[config.mk]
export PLATFORM = sky130hd
export DESIGN_NAME = dvma_xlate
export DESIGN_NICKNAME = d
export VERILOG_FILES = /design/src/rtl/dvma_pkg.sv /design/src/rtl/dvma_entry_addr.sv /design/src/rtl/dvma_pte_check.sv /design/src/rtl/dvma_fault_log.sv /design/src/rtl/dvma_xlate.sv
export SDC_FILE = /design/constraint.sdc
export NUM_CORES = 1
export LEC_CHECK = 0
export ABC_CLOCK_PERIOD_IN_PS = 3850
export BUFFER_PORTS_ARGS = -buffer_cell sky130_fd_sc_hd__buf_2
export CAP_MARGIN = 10
export CORE_MARGIN = 10
export CORE_UTILIZATION = 45
export CTS_CLUSTER_SIZE = 25
export DETAILED_ROUTE_END_ITERATION = 6
export HOLD_SLACK_MARGIN = 0.08
export PLACE_DENSITY = 0.73
export SYNTH_ARGS = -nofsm -noshare
export SYNTH_HDL_FRONTEND = slang
export SYNTH_HIERARCHICAL = 1
export SYNTH_SLANG_ARGS = --single-unit
[constraint.sdc]
create_clock -name clk -period 3.85 [get_ports clk]
set_clock_uncertainty 0.2 [all_clocks]
set_input_delay 0.5775 -clock clk [delete_from_list [all_inputs] [get_ports clk]]
set_output_delay 0.5775 -clock clk [all_outputs]
set_load 0.01 [all_outputs]
[src/rtl/dvma_pkg.sv]
package dvma_pkg;
  localparam int PTE_W      = 32;
  localparam int PAGE_BITS  = 12;
  localparam int BASE_SHIFT = 4;
  localparam int PPN_LO     = 8;
  localparam int PPN_HI     = 26;

  localparam int PTE_VALID_BIT = 1;
  localparam int PTE_WRITE_BIT = 2;

  localparam logic [31:0] FS_ERR    = 32'h8000_0000;
  localparam logic [31:0] FS_LATE   = 32'h4000_0000;
  localparam logic [31:0] FS_RSV8   = 32'h0080_0000;
  localparam logic [31:0] FS_RD     = 32'h0004_0000;
  localparam logic [31:0] FS_AVALID = 32'h0002_0000;

  typedef enum logic {ST_IDLE, ST_WAIT} walk_state_t;

  function automatic logic [31:0] fault_word(input logic was_read);
    fault_word = FS_ERR | FS_LATE | FS_RSV8 | FS_AVALID | (was_read ? FS_RD : 32'h0);
  endfunction
endpackage

[src/rtl/dvma_entry_addr.sv]
module dvma_entry_addr
  import dvma_pkg::*;
#(
  parameter int ADDR_W = 32
) (
  input  logic [ADDR_W-1:0] base,
  input  logic [ADDR_W-1:0] win_start,
  input  logic [ADDR_W-1:0] dev_addr,
  output logic [ADDR_W-1:0] entry_addr
);
  localparam int IDX_SHIFT = PAGE_BITS - 2;

  logic [ADDR_W-1:0] offs;
  logic [ADDR_W-1:0] idx;

  always_comb begin
    offs       = dev_addr & ~win_start;
    idx        = offs >> IDX_SHIFT;
    idx[1:0]   = 2'b00;
    entry_addr = (base << BASE_SHIFT) + idx;
  end
endmodule

[src/rtl/dvma_pte_check.sv]
module dvma_pte_check
  import dvma_pkg::*;
#(
  parameter int ADDR_W = 32
) (
  input  logic [PTE_W-1:0]  pte,
  input  logic [ADDR_W-1:0] dev_addr,
  input  logic              is_write,
  output logic              fault,
  output logic [ADDR_W-1:0] pa
);
  localparam int PA_BITS = PPN_HI - PPN_LO + 1 + PAGE_BITS;

  logic [PA_BITS-1:0] pa_raw;

  always_comb begin
    fault  = !pte[PTE_VALID_BIT] || (is_write && !pte[PTE_WRITE_BIT]);
    pa_raw = {pte[PPN_HI:PPN_LO], dev_addr[PAGE_BITS-1:0]};
    pa     = ADDR_W'(pa_raw);
  end
endmodule

[src/rtl/dvma_fault_log.sv]
module dvma_fault_log
  import dvma_pkg::*;
#(
  parameter int ADDR_W = 32
) (
  input  logic              clk,
  input  logic              rst,
  input  logic              log_en,
  input  logic              log_write,
  input  logic [ADDR_W-1:0] log_addr,
  input  logic              reg_sel,
  output logic [31:0]       stat,
  output logic [ADDR_W-1:0] far,
  output logic [31:0]       reg_rdata
);
  always_ff @(posedge clk) begin
    if (rst) begin
      stat      <= '0;
      far       <= '0;
      reg_rdata <= '0;
    end else begin
      if (log_en) begin
        stat <= fault_word(!log_write);
        far  <= {log_addr[ADDR_W-1:PAGE_BITS], {PAGE_BITS{1'b0}}};
      end
      reg_rdata <= reg_sel ? 32'(far) : stat;
    end
  end
endmodule

[src/rtl/dvma_xlate.sv]
module dvma_xlate
  import dvma_pkg::*;
#(
  parameter int ADDR_W = 32
) (
  input  logic              clk,
  input  logic              rst,
  input  logic              req_valid,
  output logic              req_ready,
  input  logic [ADDR_W-1:0] req_addr,
  input  logic              req_write,
  input  logic [ADDR_W-1:0] cfg_base,
  input  logic [ADDR_W-1:0] cfg_win_start,
  output logic              mem_rd_valid,
  output logic [ADDR_W-1:0] mem_rd_addr,
  input  logic              mem_rd_resp_valid,
  input  logic [PTE_W-1:0]  mem_rd_data,
  output logic              rsp_done,
  output logic              rsp_fault,
  output logic [ADDR_W-1:0] rsp_pa,
  input  logic              reg_sel,
  output logic [31:0]       reg_rdata
);
  walk_state_t       state;
  logic [ADDR_W-1:0] cur_addr;
  logic              cur_write;
  logic [ADDR_W-1:0] ent_addr;
  logic              chk_fault;
  logic [ADDR_W-1:0] chk_pa;
  logic              resp_hit;
  logic              log_en;
  logic [31:0]       flt_stat;
  logic [ADDR_W-1:0] flt_addr;

  dvma_entry_addr #(.ADDR_W(ADDR_W)) u_ent (
    .base      (cfg_base),
    .win_start (cfg_win_start),
    .dev_addr  (req_addr),
    .entry_addr(ent_addr)
  );

  dvma_pte_check #(.ADDR_W(ADDR_W)) u_chk_pte (
    .pte     (mem_rd_data),
    .dev_addr(cur_addr),
    .is_write(cur_write),
    .fault   (chk_fault),
    .pa      (chk_pa)
  );

  assign req_ready = (state == ST_IDLE);
  assign resp_hit  = (state == ST_WAIT) && mem_rd_resp_valid;
  assign log_en    = resp_hit && chk_fault;

  dvma_fault_log #(.ADDR_W(ADDR_W)) u_log (
    .clk      (clk),
    .rst      (rst),
    .log_en   (log_en),
    .log_write(cur_write),
    .log_addr (cur_addr),
    .reg_sel  (reg_sel),
    .stat     (flt_stat),
    .far      (flt_addr),
    .reg_rdata(reg_rdata)
  );

  always_ff @(posedge clk) begin
    if (rst) begin
      state        <= ST_IDLE;
      cur_addr     <= '0;
      cur_write    <= 1'b0;
      mem_rd_valid <= 1'b0;
      mem_rd_addr  <= '0;
      rsp_done     <= 1'b0;
      rsp_fault    <= 1'b0;
      rsp_pa       <= '0;
    end else begin
      mem_rd_valid <= 1'b0;
      rsp_done     <= 1'b0;
      case (state)
        ST_IDLE: begin
          if (req_valid) begin
            cur_addr     <= req_addr;
            cur_write    <= req_write;
            mem_rd_addr  <= ent_addr;
            mem_rd_valid <= 1'b1;
            state        <= ST_WAIT;
          end
        end
        default: begin
          if (resp_hit) begin
            rsp_done  <= 1'b1;
            rsp_fault <= chk_fault;
            rsp_pa    <= chk_fault ? '0 : chk_pa;
            state     <= ST_IDLE;
          end
        end
      endcase
    end
  end
endmodule

==> flow_summary_export.csv <==
group,metric,value,unit
run_status,outcome,"finished clean",
global_routing,grt_pass1_vias,5342,
route,drtPass1Iterations,4,
floorplanning,die_y,141.6,um
pwr,p_per_area,475.1,nW/um^2
clock_tree,cts_hold_buf,0,
worst_setup_path,required,3.92,ns
place,dp_slack,0.7276,ns
floorplanning,core-area,14530,um^2
place,port_buffers,194,
timing,finalHoldViolCount,0,
timing,holdWs,0.2019,ns
pwr,p_total,3.805,mW
worst_setup_path,r2r_cells,8,
pwr,swShare,25.30,%
finish,final_cells,1105,
worst_setup_path,path_class,"in2reg",
finish,n_antenna_cell,0,
route,routed_via_density,4.866,
timing,max_freq,369.2,MHz
flow_run,cap_violations,0,
synthesis,synthesis.area,6659,um^2
finish,layout_common_cells,"buf_2, nand2_1, dfxtp_1, a21oi_1, nor2_1",
floorplanning,initial_core_util,45.82,%
place,gp_congestion,0.8305,
pwr,switchingPower,0.9628,mW
finish,postLayoutCellArea,8009,um^2
timing,rsz0062_at_grt,"false",
pwr,seq_power_share,41.2,%
hold_path,hold_start,"req_addr[3]",
place,dp_hpwl,12540,um
timing,final_max_slew_viol_count,0,
floorplanning,die_w,141.6,um
clock_tree,post-cts-setup-buffers,0,
timing,relSlewSlack,39.36,%
global_routing,grt.overflow.total,0,
pwr,p_leak,3.508,nW
route,drc,0,
timing,period_minus_slack,2.709,ns
place,dp_cells,1073,
synthesis,syn_avg_cell_area,8.670,um^2
timing,fin_crit_sh,70.35,%
clock_tree,clock_sinks,143,
floorplanning,dieArea,20060,um^2
global_routing,grt_max_degree,75,
floorplanning,rows,44,
finish,area_growth,20.27,%
worst_setup_path,critical_path_arrival,2.78,ns
hold_path,hp-class,"in2reg",
clock_tree,cts_tree,"yes",
worst_setup_path,rr_endpoint,"u_log/far[23]$_SDFFE_PP0P_",
worst_setup_path,reg2reg_from,"cur_write$_SDFFE_PP0P_",
route,drt-total-wl,17400,um
pwr,irDropWorstVdd,279.9,uV
timing,finalSetupTns,0,ns
route,wl_per_cell,15.74,um
pwr,p_int,2.843,mW
clock_tree,clk_root_buffer_cell,"clkbuf_16",
route,vias,5377,
clock_tree,clk_latency,0.41,ns
pwr,pwr-share-clk,46.3,%
hold_path,hold-path-endpoint,"cur_addr[3]$_SDFFE_PP0P_",
finish,nNetsFinal,1061,
clock_tree,htreeDepth,4,
timing,tightest_slew,0.9096,ns
finish,drive_gt1_share,30.94,%
worst_setup_path,end_kind,"flop",
worst_setup_path,regToRegSetupSlack,1.77,ns
global_routing,grt_pass1_wl,27570,um
pwr,combPwrFrac,12.4,%
hold_path,hold_depth,3,
clock_tree,cts_buffers,17,
synthesis,postSynthCellCount,768,
timing,finalSetupViolCount,0,
place,post_dp_cell_area,7366,um^2
clock_tree,post_cts_resized,0,
route,ant_nets,0,
finish,final_common_cell,"buf_2",
worst_setup_path,cp_max_fo,3,
global_routing,grt_usage,16.81,%
route,drt_iter0_drc,273,
synthesis,synth_warnings,6,
clock_tree,path_clk_slew,0.06,ns
floorplanning,ioPinCount,234,
clock_tree,ctsLongestPathBuffers,2,
global_routing,antenna_found_initial,0,
timing,setup_ws,1.141,ns
worst_setup_path,start_kind,"primary input",
finish,final_core_utilization,55.11,%
## how the worst max path moves through the flow
stage | startpoint | end | slack, ns | depth (start not counted)
6_report | req_addr[14] | mem_rd_addr[18]$_SDFFE_PP0P_ | 1.14 | 13
5_1_grt | req_addr[14] | mem_rd_addr[28]$_SDFFE_PP0P_ | 0.94 | 13
4_1_cts | req_addr[14] | mem_rd_addr[18]$_SDFFE_PP0P_ | 1.17 | 13
3_5_place_dp | req_addr[14] | mem_rd_addr[18]$_SDFFE_PP0P_ | 0.73 | 13
3_3_place_gp | req_addr[14] | mem_rd_addr[18]$_SDFFE_PP0P_ | 0.75 | 13
2_1_floorplan | req_addr[22] | mem_rd_addr[21]$_SDFFE_PP0P_ | 1.12 | 11
## critical path, stage by stage
cell	delay, ns
buf_2	0.11
nor2b_1	0.13
ha_1	0.21
fa_1	0.41
a21o_1	0.19
a2bb2oi_1	0.20
a21oi_1	0.14
nand3_1	0.16
nand2_1	0.13
a31o_2	0.27
xor2_1	0.13
nand2_1	0.06
a21oi_1	0.06
## power by group through the flow
| stage | combinational, mW | clock [mW] | sequential [mW] |
|---|---|---|---|
| 4_1_cts | 0.476 | 1.80 | 1.57 |
| 3_5_place_dp | 0.474 | 0 | 1.60 |
| 2_1_floorplan | 0.340 | 0 | 1.61 |
| 6_report | 0.473 | 1.76 | 1.57 |
| 3_3_place_gp | 0.470 | 0 | 1.60 |
| 5_1_grt | 0.527 | 1.87 | 1.57 |
## state kept, by name (all words and copies together) (netlist names)
name / count
u_log/far: 20
mem_rd_addr: 32
rsp_done: 1
mem_rd_valid: 1
rsp_fault: 1
cur_write: 1
cur_addr: 32
rsp_pa: 32
u_log/reg_rdata: 20
u_log/stat: 2
state: 1
## final cells by class
type / instances / area [um^2]
Clock buffer: 18 / 439.2
Inverter: 8 / 30.03
Clock inverter: 14 / 203.9
Multi-Input combinational cell: 537 / 3192
Tap cell: 184 / 230.2
Timing Repair Buffer: 201 / 1051
Sequential cell: 143 / 2863
Fill cell: 1410 / 6525
## per-layer routing
layer	wire, um	GRT usage [%]	part of all wire [%]	vias up
li1	-	-	-	2791
met1	7886	20.70	45	2446
met2	8367	27.18	48	128
met3	962	5.040	5.5	12
met4	180	6.025	1.0	0
met5	0	0	0	-
Note: power is estimated with default switching activity, not from simulation.
